[config.mk]
export PLATFORM = sky130hd
export DESIGN_NAME = odt_mask_driver
export DESIGN_NICKNAME = d
export VERILOG_FILES = /design/src/rtl/odt_pkg.sv /design/src/rtl/odt_cfg_regs.sv /design/src/rtl/odt_mask_sel.sv /design/src/rtl/odt_window.sv /design/src/rtl/odt_mask_driver.sv
export SDC_FILE = /design/constraint.sdc
export NUM_CORES = 1
export LEC_CHECK = 0
export BUFFER_PORTS_ARGS = -buffer_cell sky130_fd_sc_hd__buf_2
export CORE_MARGIN = 3
export CORE_UTILIZATION = 53
export CTS_BUF_LIST = sky130_fd_sc_hd__clkbuf_4
export DETAILED_ROUTE_END_ITERATION = 10
export GPL_ROUTABILITY_DRIVEN = 0
export PLACE_DENSITY = 0.77
export SYNTH_ARGS = -nofsm -noshare
export SYNTH_HDL_FRONTEND = slang
export SYNTH_SLANG_ARGS = --single-unit
[constraint.sdc]
create_clock -name clk -period 1.9 [get_ports clk]
set_clock_uncertainty 0.2 [all_clocks]
set_input_delay 0.285 -clock clk [delete_from_list [all_inputs] [get_ports clk]]
set_output_delay 0.285 -clock clk [all_outputs]
set_load 0.02 [all_outputs]
[src/rtl/odt_pkg.sv]
package odt_pkg;
  typedef enum logic [1:0] {
    SEL_WMASK = 2'd0,
    SEL_RMASK = 2'd1,
    SEL_TIME  = 2'd2,
    SEL_NONE  = 2'd3
  } cfg_sel_e;
endpackage

[src/rtl/odt_cfg_regs.sv]
module odt_cfg_regs
  import odt_pkg::*;
#(
  parameter int NRANK  = 4,
  parameter int WF     = 8,
  parameter int RF     = 4,
  parameter int TW     = 2,
  parameter int DATA_W = 32,
  localparam int WREG_W = NRANK * WF,
  localparam int RREG_W = NRANK * RF
) (
  input  logic              clk,
  input  logic              rst_n,
  input  logic              cfg_valid,
  input  logic [1:0]        cfg_addr,
  input  logic [DATA_W-1:0] cfg_data,
  input  logic              win_busy,
  output logic [WREG_W-1:0] wmask_act,
  output logic [RREG_W-1:0] rmask_act,
  output logic [TW-1:0]     lead_act,
  output logic [TW-1:0]     hold_act,
  output logic              pending
);
  logic [WREG_W-1:0] wmask_stg;
  logic [RREG_W-1:0] rmask_stg;
  logic [TW-1:0]     lead_stg, hold_stg;
  logic              wr_hit;
  logic              commit;
  cfg_sel_e          sel;

  assign sel    = cfg_sel_e'(cfg_addr);
  assign wr_hit = cfg_valid && (sel != SEL_NONE);
  assign commit = pending && !win_busy;

  always_ff @(posedge clk) begin
    if (!rst_n) begin
      wmask_stg <= '0;
      rmask_stg <= '0;
      lead_stg  <= '0;
      hold_stg  <= '0;
    end else if (cfg_valid) begin
      case (sel)
        SEL_WMASK: wmask_stg <= cfg_data[WREG_W-1:0];
        SEL_RMASK: rmask_stg <= cfg_data[RREG_W-1:0];
        SEL_TIME: begin
          lead_stg <= cfg_data[TW-1:0];
          hold_stg <= cfg_data[2*TW-1:TW];
        end
        default: ;
      endcase
    end
  end

  always_ff @(posedge clk) begin
    if (!rst_n) begin
      pending <= 1'b0;
    end else if (wr_hit) begin
      pending <= 1'b1;
    end else if (commit) begin
      pending <= 1'b0;
    end
  end

  always_ff @(posedge clk) begin
    if (!rst_n) begin
      wmask_act <= '0;
      rmask_act <= '0;
      lead_act  <= '0;
      hold_act  <= '0;
    end else if (commit) begin
      wmask_act <= wmask_stg;
      rmask_act <= rmask_stg;
      lead_act  <= lead_stg;
      hold_act  <= hold_stg;
    end
  end
endmodule

[src/rtl/odt_mask_sel.sv]
module odt_mask_sel #(
  parameter int NRANK = 4,
  parameter int WF    = 8,
  parameter int RF    = 4,
  localparam int WREG_W = NRANK * WF,
  localparam int RREG_W = NRANK * RF,
  localparam int RANK_W = $clog2(NRANK)
) (
  input  logic [WREG_W-1:0] wmask,
  input  logic [RREG_W-1:0] rmask,
  input  logic              is_write,
  input  logic [RANK_W-1:0] rank,
  output logic [NRANK-1:0]  mask,
  output logic              viol
);
  logic [NRANK-1:0] wfield [NRANK];
  logic [NRANK-1:0] rfield [NRANK];
  logic [NRANK-1:0] own    [NRANK];

  for (genvar g = 0; g < NRANK; g++) begin : g_field
    assign wfield[g] = wmask[g*WF +: NRANK];
    assign rfield[g] = rmask[g*RF +: NRANK];
    assign own[g]    = NRANK'(1) << g;
  end

  logic [NRANK-1:0] wsel, rsel, osel;
  assign wsel = wfield[rank];
  assign rsel = rfield[rank];
  assign osel = own[rank];

  always_comb begin
    if (is_write) begin
      mask = wsel;
      viol = 1'b0;
    end else begin
      mask = rsel & ~osel;
      viol = |(rsel & osel);
    end
  end
endmodule

[src/rtl/odt_window.sv]
module odt_window #(
  parameter int NRANK = 4,
  parameter int CNT_W = 4
) (
  input  logic             clk,
  input  logic             rst_n,
  input  logic             fire,
  input  logic [CNT_W-1:0] length,
  input  logic [NRANK-1:0] next_mask,
  input  logic             next_viol,
  output logic [NRANK-1:0] odt,
  output logic             viol,
  output logic             busy,
  output logic             last
);
  logic [CNT_W-1:0] left;

  assign busy = (left != '0);
  assign last = (left == CNT_W'(1));

  always_ff @(posedge clk) begin
    if (!rst_n) begin
      left <= '0;
      odt  <= '0;
      viol <= 1'b0;
    end else if (fire) begin
      left <= length;
      odt  <= next_mask;
      viol <= next_viol;
    end else if (last) begin
      left <= '0;
      odt  <= '0;
      viol <= 1'b0;
    end else if (busy) begin
      left <= left - CNT_W'(1);
    end
  end
endmodule

[src/rtl/odt_mask_driver.sv]
module odt_mask_driver #(
  parameter int NRANK     = 4,
  parameter int WF        = 8,
  parameter int RF        = 4,
  parameter int TW        = 2,
  parameter int BURST_LEN = 4,
  parameter int DATA_W    = 32,
  localparam int RANK_W = $clog2(NRANK),
  localparam int WREG_W = NRANK * WF,
  localparam int RREG_W = NRANK * RF,
  localparam int MAXLEN = 2 * ((1 << TW) - 1) + BURST_LEN,
  localparam int CNT_W  = $clog2(MAXLEN + 1)
) (
  input  logic              clk,
  input  logic              rst_n,
  input  logic              cfg_valid,
  input  logic [1:0]        cfg_addr,
  input  logic [DATA_W-1:0] cfg_data,
  input  logic              cmd_valid,
  output logic              cmd_ready,
  input  logic              cmd_write,
  input  logic [RANK_W-1:0] cmd_rank,
  output logic [NRANK-1:0]  odt,
  output logic              mask_viol
);
  logic [WREG_W-1:0] wmask_act;
  logic [RREG_W-1:0] rmask_act;
  logic [TW-1:0]     lead_act, hold_act;
  logic              pending;
  logic              win_busy, win_last;
  logic [NRANK-1:0]  sel_mask;
  logic              sel_viol;
  logic [CNT_W-1:0]  win_len;
  logic              fire;

  odt_cfg_regs #(
    .NRANK(NRANK), .WF(WF), .RF(RF), .TW(TW), .DATA_W(DATA_W)
  ) cfg_i (
    .clk(clk), .rst_n(rst_n),
    .cfg_valid(cfg_valid), .cfg_addr(cfg_addr), .cfg_data(cfg_data),
    .win_busy(win_busy),
    .wmask_act(wmask_act), .rmask_act(rmask_act),
    .lead_act(lead_act), .hold_act(hold_act),
    .pending(pending)
  );

  odt_mask_sel #(
    .NRANK(NRANK), .WF(WF), .RF(RF)
  ) sel_i (
    .wmask(wmask_act), .rmask(rmask_act),
    .is_write(cmd_write), .rank(cmd_rank),
    .mask(sel_mask), .viol(sel_viol)
  );

  assign win_len   = CNT_W'(lead_act) + CNT_W'(BURST_LEN) + CNT_W'(hold_act);
  assign cmd_ready = (!win_busy || win_last) && !pending;
  assign fire      = cmd_valid && cmd_ready;

  odt_window #(
    .NRANK(NRANK), .CNT_W(CNT_W)
  ) win_i (
    .clk(clk), .rst_n(rst_n),
    .fire(fire), .length(win_len),
    .next_mask(sel_mask), .next_viol(sel_viol),
    .odt(odt), .viol(mask_viol),
    .busy(win_busy), .last(win_last)
  );
endmodule

==> impl_metrics.csv <==
group,metric,value,unit
run_status,outcome,"complete, but fails checks",
run_status,failed_checks,"negative setup slack",
worst_setup_path,crit_type,"register to primary output",
clock_tree,htreeDepth,3,
grt,grt_pass1_wl,12300,um
timing,rsz0062_at_grt,"true",
worst_setup_path,endpoint,"cmd_ready",
routing,wl,7480,um
timing,hold-worst-slack,0.0128,ns
timing,worst_slew_pin_slew,0.566,ns
pwr,pwr-share-comb,26.9,%
grt,grt_start_max_net_pins,37,
synthesis,synth-async-reset-ratio,0,%
clock_tree,cts.sinks,82,
clock_tree,worst_skew_pair.late_latency,0.43,ns
pwr,power_switching_share,30.1,%
finish,stdcell_count,545,
synthesis,yosysMostFrequentCell,"nand2_1",
synthesis,syn_inst,398,
synthesis,ys_top_cells_by_area,"dfxtp_1 50%, nand2_1 16%, a21oi_1 10%, mux2i_1 2.1%, mux4_2 2.1%",
grt,track_usage,21.4,%
pwr,pwr-share-clk,27.5,%
worst_hold_path,holdCritPathClass,"input pin to register",
clock_tree,clkTransAtPathRegs,0.14,ns
floorplan,die-area,7200,sq um
grt,antenna_found_initial,0,
synthesis,ys_ff_latch,82,
worst_setup_path,start_kind,"register",
flow_run,drv_cap,0,
worst_setup_path,reg2reg_to,"win_i.left[3]",
place,dp_cells,498,
synthesis,synth_nets,444,
timing,period_minus_slack,2.01,ns
place,dpl.hpwl,4820,um
synthesis,syn_area,3300,sq um
pwr,p_switching,1.25,mW
synthesis,yosysSeqAreaShare,49.8,%
pwr,leakage,1.59,nW
worst_setup_path,startpoint,"win_i.left[0]",
pwr,cell_internal_pwr,2.90,mW
synthesis,ys_types,40,
worst_setup_path,rr_startpoint,"win_i.left[0]",
place,io_buffers,38,
clock_tree,cts_tree,"built",
synthesis,ys.flop_type,"dfxtp_1",
timing,setup_tns,-0.112,ns
worst_setup_path,path_buf_inv,2,
grt,overflow,0,
worst_setup_path,r2r_cells,8,
finish,syn_to_final_growth,25.7,%
routing,drc_errors,0,
clock_tree,cts_buffers,9,
worst_setup_path,cp_slowest_cell,"dfxtp_4",
floorplan,start_util,55.3,%
timing,setup_ws,-0.112,ns
floorplan,dieWidth,84.9,um
floorplan,io_pins,47,
worst_setup_path,arrival,1.53,ns
routing,wl_per_cell,13.7,um
worst_setup_path,cp_num_cells,6,
timing,max_freq,497,MHz
finish,layout-drive-gt1-share,19.6,%
synthesis,synth.top_cells.by_count,"142 x nand2_1, 82 x dfxtp_1, 69 x a21oi_1",
synthesis,synth-edff-count,0,
floorplan,fp.coreArea,5960,sq um
synthesis,yosysTopAreaCellShare,49.8,%
synthesis,yosysWarnings,0,
routing,firstDrtPassIters,5,
worst_setup_path,path_delay_family,"flip-flops",
timing,relSlewSlack,62.3,%
timing,setup_viol,1,
pwr,sequentialPowerShare,45.6,%
floorplan,rows,28,
pwr,peakVddDrop,0.801,mV
routing,vias,2911,
clock_tree,root_buffer,"clkbuf_4",
worst_setup_path,critPathMaxFanout,4,
worst_setup_path,worstPathCellList,"inv_4, ha_4, or2_1, nand2_1, nor2_1, buf_4",
grt,grt_pass1_vias,2737,
routing,drt-vias-per-instance,5.34,
synthesis,syn-mean-instance-area,8.28,sq um
finish,diodes,0,
routing,drtIter0Drc,237,
timing,slew_viol_final,0,
routing,ant_nets,0,
pwr,cellPowerDensity,1000,nW/um^2
worst_setup_path,worstPathRequired,1.41,ns
synthesis,synth_top_area_cell,"dfxtp_1",
clock_tree,cts_buffer_depth,2,
timing,final.period_utilization,106,%
worst_setup_path,r2r_setup_slack,0.02,ns
finish,final_nets,511,
floorplan,fp.dieH,84.9,um
timing,hold_viol_final,0,
worst_setup_path,cpPeakStageDelay,0.41,ns
worst_setup_path,end_kind,"primary output",
pwr,p_total,4.14,mW
## metal layers
layer	wire [um]	GRT usage, %	vias to the layer above
li1	-	-	1455
met1	3330	27.3	1374
met2	3670	35.6	69
met3	341	4.66	13
met4	138	8.20	0
met5	0	0	-
## worst reg2reg max path: stages, from the launching register on
cell and delay [ns]:
dfxtp_4 0.41, inv_4 0.05, ha_4 0.15, or2_1 0.22
buf_4 0.15, and3_4 0.18, buf_6 0.13, a211oi_2 0.23
a211oi_2 0.07
## worst min path at each step
stage,slack (ns),depth (start not counted),endpoint,start
after floorplan,0.22,2,cfg_i.rmask_stg[0],cfg_data[0]
after global placement,0.24,2,cfg_i.rmask_act[9],cfg_i.rmask_stg[9]
after detailed placement,0.25,2,cfg_i.wmask_act[1],cfg_i.wmask_stg[1]
after CTS,0.0002,4,cfg_i.pending,cfg_addr[0]
after global routing,0.03,4,cfg_i.pending,cfg_addr[0]
final,0.01,4,cfg_i.pending,cfg_addr[0]
## power groups by stage
stage	Clock (mW)	Sequential (mW)	Combinational [mW]
2_1_floorplan	0	1.90	0.557
3_3_place_gp	0	1.90	0.819
3_5_place_dp	0	1.91	0.844
4_1_cts	1.16	1.88	1.00
5_1_grt	1.22	1.90	1.23
6_report	1.14	1.89	1.12
## registers in the layout, indices dropped and copies added, names as in the netlist, 4 cells and up
| name | cells |
|---|---|
| win_i.odt | 4 |
| win_i.left | 4 |
| cfg_i.wmask_act | 16 |
| cfg_i.rmask_act | 16 |
| cfg_i.wmask_stg | 16 |
| cfg_i.rmask_stg | 16 |
## kinds of logic (layout without fill, tap and decap cells)
kind of cell	Yosys count	after routing	synth area share (%)
mux	13	13	6.11
buf+inv	33	105	4.29
flops	82	82	49.8
compound gates	89	89	15.2
simple gates	175	175	22.2
fa+ha+maj	5	5	2.13
xor+xnor	1	1	0.266
## repair_timing
item	in CTS	in global routing
buffers inserted	6	1
hold buffers	26	0
resized for setup	13	9
pin swaps	2	3
gates cloned	0	0
endpoints found under the hold margin	39	0
endpoints found under the setup margin	3	10
## layout by cell type (no fill, tap or decap), drive strengths merged
cell type,n
clkinvlp,2
bufinv,2
a21oi,69
dlygate4sd3,26
nand2b,5
clkinv,1
nor3b,1
mux2,1
a31oi,3
nand3b,1
or3,1
inv,9
clkbuf,11
nand3,1
and3b,1
nand2,142
xor2,1
and2,2
a221o,1
nor3,2
and3,2
o21ai,3
a211oi,3
a211o,1
nor2b,1
ha,4
mux2i,7
dfxtp,82
a32oi,1
mux4,5
fa,1
a22oi,3
or2,2
o221ai,1
buf,54
nor2,12
or3b,2
a32o,4
## per-stage QoR
stage,area [sq um],util (%),setup slack [ns]
2_1_floorplan,3300,-,0.0241
3_3_place_gp,3610,60.5,0.0569
3_5_place_dp,3610,60.5,0.00718
4_1_cts,4110,69.0,-0.101
5_1_grt,4140,69.6,-0.188
6_report,4140,69.6,-0.112
## cell type report
class	count	area, sq um
Timing Repair Buffer	80	631
Tap cell	75	93.8
Clock buffer	11	82.6
Clock inverter	5	78.8
Sequential cell	82	1650
Fill cell	480	1810
Inverter	9	38.8
Multi-Input combinational cell	283	1570
Power figures use the tool's default switching activity.
